$ cat config.mk
export PLATFORM = sky130hd
export DESIGN_NAME = uart_addr_rx
export DESIGN_NICKNAME = d
export VERILOG_FILES = /design/src/rtl/uart_rx_pkg.sv /design/src/rtl/rx_sampler.sv /design/src/rtl/rx_frame_fsm.sv /design/src/rtl/rx_addr_match.sv /design/src/rtl/uart_addr_rx.sv
export SDC_FILE = /design/constraint.sdc
export NUM_CORES = 1
export LEC_CHECK = 0
export BUFFER_PORTS_ARGS = -buffer_cell sky130_fd_sc_hd__buf_2
export CORE_AREA = 2 2 60 73
export CTS_BUF_LIST = sky130_fd_sc_hd__clkbuf_8
export DETAILED_ROUTE_END_ITERATION = 8
export DIE_AREA = 0 0 62 75
export PLACE_DENSITY_LB_ADDON = 0.08
export SYNTH_ARGS = -nofsm -noshare
export SYNTH_HDL_FRONTEND = slang
export SYNTH_SLANG_ARGS = --single-unit
export TNS_END_PERCENT = 50
$ cat constraint.sdc
create_clock -name clk -period 6.93 [get_ports clk]
set_input_delay 1.386 -clock clk [delete_from_list [all_inputs] [get_ports clk]]
set_output_delay 1.386 -clock clk [all_outputs]
set_load 0.05 [all_outputs]
$ cat src/rtl/uart_rx_pkg.sv
package uart_rx_pkg;
  typedef enum logic [2:0] {
    RX_IDLE,
    RX_START,
    RX_DATA,
    RX_NINTH,
    RX_STOP
  } rx_state_e;

  localparam logic [1:0] MODE_SYNC = 2'd0;
endpackage

$ cat src/rtl/rx_sampler.sv
module rx_sampler #(
  parameter int SYNC_STAGES = 2
) (
  input  logic clk,
  input  logic rst_n,
  input  logic rxd,
  input  logic tick,
  output logic line_s,
  output logic vote
);
  logic [SYNC_STAGES-1:0] sync_q;
  logic [1:0]             hist_q;
  logic [1:0]             hist_d;

  if (SYNC_STAGES > 1) begin : g_chain
    always_ff @(posedge clk or negedge rst_n) begin
      if (!rst_n) sync_q <= '1;
      else        sync_q <= {sync_q[SYNC_STAGES-2:0], rxd};
    end
  end else begin : g_single
    always_ff @(posedge clk or negedge rst_n) begin
      if (!rst_n) sync_q <= '1;
      else        sync_q <= rxd;
    end
  end

  assign line_s = sync_q[SYNC_STAGES-1];

  // Two previous samples plus the current one form the vote window.
  always_comb begin
    hist_d = hist_q;
    if (tick) hist_d = {hist_q[0], line_s};
  end

  always_ff @(posedge clk or negedge rst_n) begin
    if (!rst_n) hist_q <= 2'b11;
    else        hist_q <= hist_d;
  end

  assign vote = (hist_q[1] & hist_q[0]) | (hist_q[1] & line_s) | (hist_q[0] & line_s);
endmodule

$ cat src/rtl/rx_frame_fsm.sv
module rx_frame_fsm
  import uart_rx_pkg::*;
#(
  parameter int DATA_W = 8,
  parameter int OVS    = 16
) (
  input  logic              clk,
  input  logic              rst_n,
  input  logic              tick,
  input  logic              line_s,
  input  logic              vote,
  input  logic [1:0]        mode_sel,
  input  logic              mp_en,
  input  logic              fe_chk_en,
  input  logic              hold,
  output logic [DATA_W-1:0] frame_data,
  output logic              frame_b9,
  output logic              commit,
  output logic              stop_bad
);
  localparam int              CNT_W    = $clog2(OVS);
  localparam int              IDX_W    = (DATA_W > 1) ? $clog2(DATA_W) : 1;
  localparam logic [CNT_W-1:0] CNT_LAST = CNT_W'(OVS - 1);
  localparam logic [CNT_W-1:0] VOTE_AT  = CNT_W'(OVS / 2 + 1);
  localparam logic [IDX_W-1:0] IDX_LAST = IDX_W'(DATA_W - 1);

  rx_state_e          state_q, state_d;
  logic [CNT_W-1:0]   cnt_q, cnt_d;
  logic [IDX_W-1:0]   idx_q, idx_d;
  logic [DATA_W-1:0]  shift_q, shift_d;
  logic               ninth_q, ninth_d;
  logic               nine_q, nine_d;
  logic               early_q, early_d;
  logic               at_vote, at_last, last_vote, stop_vote;

  assign at_vote = (cnt_q == VOTE_AT);
  assign at_last = (cnt_q == CNT_LAST);

  always_comb begin
    state_d = state_q;
    cnt_d   = cnt_q;
    idx_d   = idx_q;
    shift_d = shift_q;
    ninth_d = ninth_q;
    nine_d  = nine_q;
    early_d = early_q;
    if (tick) begin
      cnt_d = at_last ? '0 : cnt_q + 1'b1;
      unique case (state_q)
        RX_IDLE: begin
          cnt_d = '0;
          if (!line_s && !hold && mode_sel != MODE_SYNC) begin
            state_d = RX_START;
            nine_d  = mode_sel[1];
            // Mode-1 filtering needs the stop bit, so it forces late completion.
            early_d = !fe_chk_en && !(!mode_sel[1] && mp_en);
          end
        end
        RX_START: begin
          if (at_vote && vote) state_d = RX_IDLE;
          else if (at_last) begin
            state_d = RX_DATA;
            idx_d   = '0;
          end
        end
        RX_DATA: begin
          if (at_vote) shift_d = {vote, shift_q[DATA_W-1:1]};
          if (at_last) begin
            if (idx_q == IDX_LAST) state_d = nine_q ? RX_NINTH : RX_STOP;
            idx_d = idx_q + 1'b1;
          end
        end
        RX_NINTH: begin
          if (at_vote) ninth_d = vote;
          if (at_last) state_d = RX_STOP;
        end
        RX_STOP: if (at_vote) state_d = RX_IDLE;
        default: state_d = RX_IDLE;
      endcase
    end
  end

  always_ff @(posedge clk or negedge rst_n) begin
    if (!rst_n) begin
      state_q <= RX_IDLE;
      cnt_q   <= '0;
      idx_q   <= '0;
      shift_q <= '0;
      ninth_q <= 1'b0;
      nine_q  <= 1'b0;
      early_q <= 1'b0;
    end else begin
      state_q <= state_d;
      cnt_q   <= cnt_d;
      idx_q   <= idx_d;
      shift_q <= shift_d;
      ninth_q <= ninth_d;
      nine_q  <= nine_d;
      early_q <= early_d;
    end
  end

  assign last_vote = tick && at_vote &&
                     ((state_q == RX_DATA && idx_q == IDX_LAST && !nine_q) || state_q == RX_NINTH);
  assign stop_vote = tick && at_vote && (state_q == RX_STOP);
  assign commit    = early_q ? last_vote : stop_vote;
  assign stop_bad  = stop_vote && !vote;

  assign frame_data = (state_q == RX_DATA) ? {vote, shift_q[DATA_W-1:1]} : shift_q;
  assign frame_b9   = nine_q ? ((state_q == RX_NINTH) ? vote : ninth_q)
                             : ((state_q == RX_STOP)  ? vote : 1'b0);

  a_r13_hold_blocks_start: assert property (@(posedge clk) disable iff (!rst_n)
    (state_q == RX_IDLE && hold) |=> (state_q == RX_IDLE));

  a_r12_sync_mode_idle: assert property (@(posedge clk) disable iff (!rst_n)
    (state_q == RX_IDLE && mode_sel == MODE_SYNC) |=> (state_q == RX_IDLE));

  a_r3_glitch_to_idle: assert property (@(posedge clk) disable iff (!rst_n)
    (state_q == RX_START && tick && at_vote && vote) |=> (state_q == RX_IDLE));
endmodule

$ cat src/rtl/rx_addr_match.sv
module rx_addr_match #(
  parameter int DATA_W = 8
) (
  input  logic [DATA_W-1:0] rx_byte,
  input  logic [DATA_W-1:0] addr,
  input  logic [DATA_W-1:0] mask,
  output logic              hit
);
  logic [DATA_W-1:0] bcast;
  logic              given_hit, bcast_hit;

  assign bcast     = addr | mask;
  assign given_hit = ~|((rx_byte ^ addr) & mask);
  assign bcast_hit = ((rx_byte & bcast) == bcast);
  assign hit       = given_hit | bcast_hit;
endmodule

$ cat src/rtl/uart_addr_rx.sv
module uart_addr_rx
  import uart_rx_pkg::*;
#(
  parameter int DATA_W      = 8,
  parameter int OVS         = 16,
  parameter int SYNC_STAGES = 2
) (
  input  logic              clk,
  input  logic              rst_n,
  input  logic              rxd,
  input  logic              baud_tick,
  input  logic [1:0]        mode_sel,
  input  logic              mp_en,
  input  logic              fe_chk_en,
  input  logic [DATA_W-1:0] node_addr,
  input  logic [DATA_W-1:0] node_mask,
  input  logic              ri_clr,
  input  logic              fe_clr,
  output logic [DATA_W-1:0] rx_data,
  output logic              rx_bit9,
  output logic              rx_flag,
  output logic              fe_flag
);
  logic              line_s, vote, commit, stop_bad, frame_b9, addr_hit, load;
  logic [DATA_W-1:0] frame_data;
  logic [DATA_W-1:0] data_q, data_d;
  logic              b9_q, b9_d, flag_q, flag_d, fe_q, fe_d;

  rx_sampler #(.SYNC_STAGES(SYNC_STAGES)) u_sampler (
    .clk(clk), .rst_n(rst_n), .rxd(rxd), .tick(baud_tick),
    .line_s(line_s), .vote(vote)
  );

  rx_frame_fsm #(.DATA_W(DATA_W), .OVS(OVS)) u_fsm (
    .clk(clk), .rst_n(rst_n), .tick(baud_tick), .line_s(line_s), .vote(vote),
    .mode_sel(mode_sel), .mp_en(mp_en), .fe_chk_en(fe_chk_en), .hold(flag_q),
    .frame_data(frame_data), .frame_b9(frame_b9), .commit(commit), .stop_bad(stop_bad)
  );

  rx_addr_match #(.DATA_W(DATA_W)) u_match (
    .rx_byte(frame_data), .addr(node_addr), .mask(node_mask), .hit(addr_hit)
  );

  assign load = commit && (!mp_en || (frame_b9 && addr_hit));

  always_comb begin
    data_d = load ? frame_data : data_q;
    b9_d   = load ? frame_b9   : b9_q;
    flag_d = load ? 1'b1 : (ri_clr ? 1'b0 : flag_q);
    fe_d   = (fe_chk_en && stop_bad) ? 1'b1 : (fe_clr ? 1'b0 : fe_q);
  end

  always_ff @(posedge clk or negedge rst_n) begin
    if (!rst_n) begin
      data_q <= '0;
      b9_q   <= 1'b0;
      flag_q <= 1'b0;
      fe_q   <= 1'b0;
    end else begin
      data_q <= data_d;
      b9_q   <= b9_d;
      flag_q <= flag_d;
      fe_q   <= fe_d;
    end
  end

  assign rx_data = data_q;
  assign rx_bit9 = b9_q;
  assign rx_flag = flag_q;
  assign fe_flag = fe_q;

  a_r7_fe_sticky: assert property (@(posedge clk) disable iff (!rst_n)
    (fe_q && !fe_clr) |=> fe_q);

  a_r6_fe_needs_enable: assert property (@(posedge clk) disable iff (!rst_n)
    $rose(fe_q) |-> $past(fe_chk_en));

  a_r13_flag_held: assert property (@(posedge clk) disable iff (!rst_n)
    (flag_q && !ri_clr) |=> flag_q);

  a_r8_data_only_on_accept: assert property (@(posedge clk) disable iff (!rst_n)
    !$stable(data_q) |-> $past(load));
endmodule

Word-level counts from Yosys, hierarchy flattened --
Index checks and enable logic that the tools add are counted.
Cells by class: add/sub/neg operators 2, multipliers 0, divide/modulo/power cells 0, $lt $le $gt $ge 0, equality and inequality tests 16, shifts and indexed selects 0, multiplexer cells 24, bitwise logic cells 10, reduce and logical (&&, ||, !) cells 36
Operators by type and width (count):
- 3-bit two-way mux | 11
- 8-bit bitwise AND | 2
- 3-bit one-hot mux with 5 select lines | 1
- 1-bit logical AND | 14
- 2-bit by 1-bit inequality test with 1-bit output (second input constant) | 6
- 1-bit zero test | 9
- 3-bit AND reduction | 3
- 4-bit equality test (second input constant) | 2
- 8-bit equality test | 1
- 1-bit two-way mux | 8
- 4-bit two-way mux | 2
- 8-bit two-way mux | 1
- 8-bit OR | 1
- 2-bit nonzero test | 4
- 8-bit OR reduction | 1
- 8-bit XOR | 1
- 7-bit AND reduction | 1
- 3-bit by 2-bit equality test with 1-bit output (second input constant) | 2
- 3-bit equality test (second input constant) | 2
- 3-bit one-hot mux with 2 select lines | 1
- 5-bit AND reduction | 1
- 4-bit by 1-bit adder with 4-bit output (second input constant) | 1
- 3-bit by 1-bit adder with 3-bit output (second input constant) | 1
- 1-bit bitwise AND | 3
- other kinds (6) | 9
Storage, ports and cells: bits in registers 36, latch bits 0, RAM bits 0, ROM bits 0, input port bits 26, memories 0

Logic depth before layout (Yosys ltp) --
Gate-level depths: netlist of the first run.
word-level depth 13, gate-level depth with buffers 10, depth with buffers taken out 8

Modules after synthesis --
Synthesis of the first run repeated with hierarchy kept, for this count alone.
Second synthesis, totals: cells, all modules 220, area, all modules 2123.3 sq um
By module, submodules not included:
- rx_frame_fsm | instances 1, cells each 136, area an instance 1218.7 sq um
- uart_addr_rx | instances 1, cells each 51, area an instance 575.6 sq um
- rx_addr_match | instances 1, cells each 26, area an instance 190.2 sq um
- rx_sampler | instances 1, cells each 7, area an instance 138.9 sq um

Worst setup path before layout of the first run --
No wires, ideal clock.
path kind input to register, start input node_addr[5], end register data_q[7], in the netlist rx_data[7], library setup time 0.101 ns, data arrival time 2.990 ns, required time 6.829 ns, path slack 3.839 ns, stages on the path 7, path buffers 1, cells stage by stage xor2_1 a211o_1 a222oi_1 nand4_2 o21a_1 buf_6 o311ai_2
Between the ends: longest elaborated chain between the ends 8, elaborated cells on any way between the ends 11
RTL lines:
- start: declaration | line uart_addr_rx.sv:15 | input logic [DATA_W-1:0] node_addr,
- 8-bit XOR | line rx_addr_match.sv:13 | assign given_hit = ~|((rx_byte ^ addr) & mask);
- 8-bit bitwise AND | line rx_addr_match.sv:13
- 8-bit OR reduction | line rx_addr_match.sv:13
- 1-bit zero test | line rx_addr_match.sv:13
- 1-bit OR * | line rx_addr_match.sv:15 | assign hit = given_hit | bcast_hit;
- 1-bit logical AND * | line uart_addr_rx.sv:44 | assign load = commit && (!mp_en || (frame_b9 && addr_hit));
- 1-bit logical OR * | line uart_addr_rx.sv:44
- 1-bit logical AND * | line uart_addr_rx.sv:44
- end signal: assignment | line uart_addr_rx.sv:60 | data_q <= data_d;
- end: declaration | line uart_addr_rx.sv:26 | logic [DATA_W-1:0] data_q, data_d;
Mark *: on every way between the ends. The rest lies on a longest branch, timed or not. A chain may end at the register's enable or synchronous reset.

Final worst setup path of the first run --
Same ends and word-level chain as after synthesis.

==> results of run 1 <==
logic make-up after synthesis:
group / Yosys count / share of synthesized area, %
flip-flops: 36 / 37.9
AND/OR/NAND/NOR: 69 / 16.2
AO/OA/AOI/OAI: 76 / 22.7
buffers and inverters: 26 / 5.24
XOR/XNOR: 9 / 3.30
multiplexers: 27 / 12.1
adder cells (fa/ha/maj): 5 / 2.51
cell type report:
cell class | instances | area share, %
multi-input cells | 186 | 51.4
flip-flops and latches | 36 | 34.3
well taps | 54 | 2.56
inverters | 8 | 1.14
clock inverters | 2 | 0.379
repair buffers | 37 | 7.11
clock buffers | 6 | 3.13
per-layer routing:
| layer | global-route usage (%) | part of all wire (%) |
|---|---|---|
| met3 | 3.61 | 2.9 |
| met4 | 7.80 | 0.96 |
| met1 | 33.6 | 43 |
| met2 | 45.8 | 53 |
| met5 | 0 | 0 |
power groups by stage:
stage,Sequential (mW),Combinational [mW],Clock (mW)
floorplan,0.296,0.232,0
finish,0.300,0.285,0.156
detailed placement,0.304,0.284,0
global route,0.307,0.322,0.165
CTS,0.300,0.286,0.158
global placement,0.302,0.278,0
worst max-delay path by stage:
stage | startpoint | endpoint | slack [ns] | cells after the start
2_1_floorplan | node_addr[5] | rx_data[7] | 3.84 | 7
3_3_place_gp | node_addr[5] | rx_data[7] | 3.56 | 7
3_5_place_dp | node_addr[5] | rx_data[7] | 3.51 | 7
4_1_cts | node_addr[5] | rx_data[7] | 3.82 | 7
5_1_grt | u_fsm.state_q[0] | rx_data[7] | 3.69 | 6
6_report | node_addr[5] | rx_data[7] | 3.81 | 7
synth_stat cells, types with 5 or more instances:
cell and count:
a21oi_1 13, clkbuf_1 10, dfrtp_1 32, inv_1 8, mux2_2 15, mux2i_1 12, nand2_1 7, nor2_1 16
nor3_1 10, o2111ai_1 9, o211ai_1 10, o21ai_0 15, or3_1 7, xnor2_1 5
worst max-delay path: cells and delay by family:
family	cells	cell delay, ns
AND/OR/NAND/NOR	1	0.30
AO/OA/AOI/OAI	4	1.35
XOR/XNOR	1	0.14
buffers and inverters	1	0.12
flip-flops by register name, indices dropped and copies added, names as in the netlist:
signal,flops
fe_flag,1
u_fsm.idx_q,3
rx_bit9,1
rx_data,8
u_fsm.early_q,1
u_fsm.shift_q,8
u_sampler.sync_q,2
u_fsm.state_q,3
rx_flag,1
u_fsm.nine_q,1
u_sampler.hist_q,2
u_fsm.ninth_q,1
u_fsm.cnt_q,4
stage by stage:
stage                     cell area (um2)  total power, mW  cells  utilization [%]  setup WS, ns
final                                2640            0.742    329             67.6          3.81
after global routing                 2640            0.794    329             67.6          3.69
after CTS                            2640            0.743    329             67.6          3.82
after detailed placement             2550            0.588    321             65.2          3.51
after global placement               2550            0.580    321             65.2          3.56
after floorplan                      2390            0.529    248                -          3.84
==> results.md, run 1 <==
* Yosys cell types at 49
* Port-buffer cells at 36
* Post-synthesis cell count at 248
* Cts hold-fix bufs at 0
* Vias in the first global route at 1960
* Combinational Power Share at 38.5%
* Die W at 62 um
* Post-synthesis sequential area ratio at 37.9%
* Hold slack at approximately 0.36 ns
* Post-CTS sizing at 0
* Crit path time final at roughly 3.1 ns
* FF+latch count, synth at 36
* Worst Hold End: u_sampler.sync_q[1]
* Max-cap viol count at 0
* Num CTS Buffers at 5
* Sw Ratio at 40.6%
* Area growth syn-to-layout at 10.6%
* Hold Path Class: register to register
* CP max FO at 10
* Yosys top cell area share at between 30% and 40%
* Syn_nets at 278
* CTS tree: yes
* Commonest non-fill, non-tap cell in the layout: buf_2
* Status: finished, final reports clean
* Reg clk slew, reported paths at 0.07 ns
* Int Pwr at about 0.44 mW
* Clk Tree Root Cell: clkbuf_8
* Initial Util at 61.1%
* Synthesis Warnings at 0
* Setup Buffers After CTS at 0
* Post-Syn Area per Cell at 9.63 um2
* Main flop type after synthesis: dfrtp_1
* EDFF count, synth at 0
* Fin. max-slew vios at 0
* Slew margin rel. at between 40% and 50%
* # clock sinks at 36
* WS Path Type: input port to register
* Vias at 2042
* Drc violations at 0
* CP startpoint kind: input port
* Via-to-Cell Ratio at 6.21
* Iteration-0 DRC Markers at about 180
* Power density cells at 281 nW/um2
* Clk pwr share at 21.0%
* Worst ir drop on vdd at 0.150 mV
* Most frequent cells in the layout: buf_2, dfrtp_1, nor2_1
* Crit end category: register
* Worst EP arrival at 3.30 ns
* Register area at between 900 and 1000 um2
* FF-to-FF End: rx_data[7]
* Final GP Congestion at roughly 0.86
* Die height at 75 um
* Tot GR Track Use at about a quarter
* FILL cells at 340
* R2r setup slk at 3.86 ns
* Initial antenna violation count at 0
* Worst slew pin tran at 0.795 ns
* Multi-input gate area at between 1000 and 1500 um2
* Clock Latency Late Sink at 0.29 ns
* H-tree levels at 2
* Std-Cell Rows at 25
* Worst r2r src: u_fsm.state_q[0]
* HPWL Detailed at about 3900 um
* Critical-path cell list: buf_2 -> xor2_1 -> a211o_1 -> a222oi_1 -> nand4_2 -> o21a_1 -> o311ai_2
* Setup violations, final at 0
* Clock tree buffer depth at 2
* Final hold violations at 0
* Main area contributors after synthesis: dfrtp_1, mux2_2, mux2i_1
* Setup TNS at 0 ns
* Synth Cell Area at 2390 um2
* Sequential Power Share at 40.5%
* Routed Antenna Nets at 0
* Static Leak at 1.17 nW
* Tcrit/Tclk final at 45.0%
* Sw power at 0.301 mW
* First-pass GRT wire length at roughly 9000 um
* Core area at 3910 um2
* Worst Path Required at a little over 7 ns
* CP max stage cell: o21a_1
* Inserted Diodes at 0
* Largest net degree at the start of global routing at 37
* R2R cell count at 6
* DRT Pass-1 Iters at 4
* Hold Path Cell Cnt at 0
* Drt total wl at around 5500 um
* Share of layout cells above drive strength 1 at 24.4%
* Die area at 4650 um2
* Fin Clk Skew at 0.00829 ns
* Grt total ovfl at 0
* Nets at 304
* Cell taking the most area after synthesis: dfrtp_1
* RSZ-0062 raised after global routing: no
* DR WL/cell at about 17 um
* Fmax at ~320 MHz
* HP Start: u_sampler.sync_q[0]
* Ports at 37
* Crit path largest cell delay at 0.38 ns
* Ys async rst share at 100%
(Power assumes the default switching activity.)
==> run 2, diff against run 1 <==
ABC_AREA = 1   (was not set)
CORE_AREA = 2 2 62 76   (was 2 2 60 73)
DIE_AREA = 0 0 64 78   (was 0 0 62 75)
clock period = 2.8 ns   (was 6.93 ns; I/O delays follow)
==> results.md, run 2 <==
* DRT Pass-1 Iters at 4
* Fmax at 481 MHz
* Crit end category: register
* Placed Instances at 387
* Syn_nets at 331
* Sw Ratio at 38.2%
* Count leader, synth: nand2_1
* Combinational Power Share at 31.4%
* Main area contributors after synthesis: dfrtp_1, nand2_1, nand3_1
* Routed Antenna Nets at 0
* Worst Path Required at 2.99 ns
* Placed inst area at 2350 um2
* Die height at 78 um
* Clk Tree Root Cell: clkbuf_8
* Buf/Inv on CP at 2
* DR WL/cell at 12.5 um
* Ports at 37
* Share of layout cells above drive strength 1 at between 10% and 20%
* Setup TNS at 0 ns
* Synthesis Warnings at 0
* CP max stage cell: dfrtp_1
* Largest net degree at the start of global routing at 37
* Ys async rst share at 100%
* Sw power at 0.638 mW
* R2r setup slk at 0.72 ns
* Initial antenna violation count at 0
* Status: finished, final reports clean
* Int Pwr at 1.03 mW
* CP startpoint kind: register
* Post-synthesis cell count at around 300
* Yosys cell types at 28
* Most frequent cells in the layout: nand2_1, nand3_1, inv_1
* Cts hold-fix bufs at 0
* Crit path largest cell delay at 0.40 ns
* Final worst slack at 0.720 ns
* HPWL Detailed at 3760 um
* Delay-heaviest family, CP: simple AND/OR/NAND/NOR gates
* Die W at 64 um
* Clk pwr share at 27.2%
* CP max FO at 10
* Nets at between 300 and 400
* Fin Clk Skew at 0.00716 ns
* Tot Pwr at roughly 1.7 mW
* Post-synth top cells: nand2_1, nand3_1, inv_1
* Post-layout util at approximately three fifths
* Area growth syn-to-layout at 14.5%
* Drt total wl at approximately 5000 um
* Final hold violations at 0
* RSZ-0062 raised after global routing: no
* Port-buffer cells at 36
* Fin. max-slew vios at 0
* Num CTS Buffers at 5
* Power density cells at 680 nW/um2
* Post-Layout Cell Count at 395
* Crit path time final at 2.08 ns
* Inserted Diodes at 0
* Commonest non-fill, non-tap cell in the layout: nand2_1
* Final Instance Area at ~2500 um2
* First-pass GRT wire length at 8560 um
* Slew margin rel. at about 46%
* WS Path Type: register to register
* Via-to-Cell Ratio at roughly 5.2
* Tot GR Track Use at 22.4%
* Critical path's most frequent cell: nand2_1
* CTS tree: yes
* Hold Path Class: input port to async pin
* Synth Cell Area at 2140 um2
* Post-Syn Area per Cell at 7.12 um2
* EDFF count, synth at 0
* Clock tree buffer depth at 2
* Yosys top cell area share at 37.3%
* Max-cap viol count at 0
* Main flop type after synthesis: dfrtp_1
* FF+latch count, synth at 36
* Die area at 4990 um2
* Iteration-0 DRC Markers at 48
* Setup Buffers After CTS at 0
* Grt total ovfl at 0
* Static Leak at 1.33 nW
* Hold slack at ~0.35 ns
* Initial Util at 51.1%
* Worst ir drop on vdd at about 0.28 mV
* Final GP Congestion at 0.922
* Vias in the first global route at 1944
* # clock sinks at 36
* Setup violations, final at 0
* Post-synthesis sequential area ratio at between 40% and 50%
* Sequential Power Share at 41.5%
* Std-Cell Rows at 26
* Worst slew pin tran at a little over 0.8 ns
* Setup Slack @ Placement at 0.713 ns
* Reg clk slew, reported paths at 0.08 ns
* H-tree levels at 2
* Tcrit/Tclk final at 74.3%
* Vias at 2036
* Post-CTS sizing at 0
* Worst EP arrival at 2.27 ns
* Clock Latency Late Sink at 0.29 ns
* Drc violations at 0
* Cell taking the most area after synthesis: dfrtp_1
* Core area at around 4200 um2
* Critical-path cell list: inv_1 -> ha_1 -> nand2_1 -> nor2_1 -> inv_1 -> nor2_1 -> o21ai_0 -> a21oi_2 -> nand2_4 -> nand2_1 -> nand2_1
## run 2: changes by cell type after synthesis, sizes merged, moves of 9 or more
cell and change:
clkbuf -9, inv +31, mux2 -15, mux2i -12, nand2 +97, nand3 +39, o2111ai -9, o211ai -10
o21ai +12
## run 2: layer usage
layer  up-vias  part of all wire [%]  GRT usage (%)
met5         -                     0              0
met4         0                   3.1           11.3
met2        40                    52           39.3
li1       1043                     -              -
met1       941                    41           25.8
met3        12                   2.9           3.91
## run 2: cells by family (layout without fill, tap and decap cells)
logic type | count (synthesis) | in the layout | synth area share, %
AOI/OAI and AO/OA | 45 | 45 | 11.4
xor gates and xnor gates | 1 | 1 | 0.408
DFF | 36 | 36 | 42.2
and+or+nand+nor | 170 | 170 | 34.7
adders and majority gates | 4 | 4 | 2.33
buffers and inverters | 45 | 83 | 8.98
## run 2: path summary, 6_finish.rpt
check / cells after the start / to / startpoint
worst max-delay path: 11 / rx_data[5] / u_fsm.cnt_q[1]
worst min-delay path: 1 / rx_data[1] / rst_n
worst max register to register: 11 / rx_data[5] / u_fsm.cnt_q[1]
worst min register to register: 0 / u_sampler.sync_q[1] / u_sampler.sync_q[0]
max in group asynchronous: 1 / rx_flag / rst_n
min in group clk: 1 / u_sampler.sync_q[0] / rxd
## run 2: area by class of cell
type                    instances  area, um2
fillers                       411       1740
multi-input cells             220       1050
flip-flops and latches         36        906
repair buffers                 36        180
inverters                      39        146
well taps                      56       70.1
clock buffers                   5       68.8
clock inverters                 3       38.8
## run 2: power by group through the flow
stage | sequential, mW | clock, mW | combinational [mW]
finish | 0.692 | 0.454 | 0.524
global route | 0.703 | 0.483 | 0.604
CTS | 0.691 | 0.465 | 0.528
detailed placement | 0.699 | 0 | 0.527
global placement | 0.699 | 0 | 0.517
floorplan | 0.699 | 0 | 0.400
==> run 3, diff against run 2 <==
clock period = 1.8 ns   (was 2.8 ns; I/O delays follow)
==> results.md, run 3 (synthesized netlist as in run 2, its figures left out) <==
* Routed Antenna Nets at 0
* Die area at 4990 um2
* Grt total ovfl at 0
* Die height at roughly 78 um
* Placed Instances at 419
* H-tree levels at 2
* Die W at 64 um
* Setup Slack @ Placement at -0.133 ns
* Most frequent cells in the layout: nand2_1, inv_1, buf_4
* Ports at 37
* Cts hold-fix bufs at 0
* Drc violations at 0
* Drt total wl at 6320 um
* DR WL/cell at 14.2 um
* Inserted Diodes at 0
* Post-layout util at 77.1%
* Final Instance Area at 3240 um2
* Vias at 2346
* Fin Clk Skew at 0.00470 ns
* Iteration-0 DRC Markers at 110
* First-pass GRT wire length at 10100 um
* Final GP Congestion at about 0.85
* Fmax at 518 MHz
* Area growth syn-to-layout at 50.9%
* Busiest grt layer: met2
* CP startpoint kind: register
* Tot GR Track Use at 25.8%
* Port-buffer cells at 36
* Hold Path Class: input port to async pin
* Final hold violations at 15
* Post-Layout Cell Count at between 400 and 500
* WS Path Type: register to register
* Setup TNS at -1.11 ns
* Worst Path Required at 1.99 ns
* Static Leak at 1.66 nW
* Initial Util at 51.1%
* Vias in the first global route at 2322
* Reg clk slew, reported paths at 0.07 ns
* Clk Tree Root Cell: clkbuf_8
* HPWL Detailed at 4180 um
* Nets at 417
* Worst ir drop on vdd at 0.491 mV
* GR Util met2 at 46.4%
* Share of layout cells above drive strength 1 at 45.9%
* Tcrit/Tclk final at 107%
* Final worst slack at -0.129 ns
* Worst r2r src: u_fsm.state_q[2]
* Slew margin rel. at between 70% and 80%
* Hold slack at -0.00778 ns
* Clock Latency Late Sink at 0.29 ns
* Tot Pwr at 3.42 mW
* Fin. max-slew vios at 0
* Clock tree buffer depth at 2
* # clock sinks at 36
* Worst EP arrival at 2.11 ns
* RSZ-0062 raised after global routing: yes
* Via-to-Cell Ratio at 5.28
* CP max FO at 6
* Met3 Usage GRT at 4.64%
* Largest net degree at the start of global routing at 22
* Power density cells at between 1000 and 1500 nW/um2
* Placed inst area at about 2600 um2
* CTS tree: yes
* Initial antenna violation count at 0
* Failing checks: negative hold slack, negative setup slack
* DRT Pass-1 Iters at 4
* Crit end category: register
* Status: complete, but fails checks
* Crit path time final at 1.93 ns
* Grt met1 use at 30.0%
* Num CTS Buffers at 5
* Std-Cell Rows at 26
* Worst slew pin tran at 0.416 ns
* Commonest non-fill, non-tap cell in the layout: nand2_1
* Max-cap viol count at 0
* Core area at 4200 um2
* Setup violations, final at 10
* Crit path launch: u_fsm.state_q[2]
-- run 3: area by class of cell --
class                   count  area [um2]
multi-input cells         223        1390
fillers                   322         960
flip-flops and latches     36         908
repair buffers             82         608
inverters                  39         151
well taps                  56        70.1
clock buffers               5        68.8
clock inverters             3        38.8
-- run 3: path summary, 6_finish.rpt --
path | to | slack [ns] | depth (start not counted)
setup / recovery | rx_flag | -0.13 | 15
min in group clk | u_sampler.sync_q[0] | 0.16 | 1
hold reg to reg | u_sampler.sync_q[1] | 0.36 | 0
max in group asynchronous | u_sampler.hist_q[1] | 1.28 | 2
hold / removal | u_fsm.ninth_q | -0.008 | 1
setup reg to reg | rx_flag | -0.13 | 15
-- run 3: power breakdown --
| group | switching (mW) | leakage (nW) | internal, mW |
|---|---|---|---|
| sequential | 0.137 | 0.471 | 0.939 |
| clock | 0.297 | 0.0593 | 0.405 |
| combinational | 0.861 | 1.12 | 0.784 |
-- run 3: what timing repair did --
item | 4_1_cts | 5_1_grt
buffers inserted | 6 | 7
gates cloned | 3 | 1
setup endpoints to repair | 18 | 14
pin swaps | 6 | 31
resized for setup | 26 | 75
-- run 3: layer usage --
| layer | share of wire, % | up-vias | wire (um) |
|---|---|---|---|
| li1 | - | 1151 | - |
| met3 | 3.2 | 23 | 204 |
| met1 | 38 | 1114 | 2400 |
| met2 | 55 | 58 | 3510 |
| met4 | 3.2 | 0 | 205 |
| met5 | 0 | - | 0 |
-- run 3: critical path, cell delays in order (launching register included) --
cell	delay (ns)
dfrtp_1	0.41
inv_4	0.12
nand2_4	0.07
nor2_4	0.20
buf_12	0.17
nand2_2	0.06
nand3_1	0.08
nand3_1	0.10
nand2_2	0.08
nor2_1	0.05
nand2_1	0.06
nand2_2	0.07
nand2_4	0.10
nand2_8	0.10
nand2_8	0.11
o21ai_2	0.06
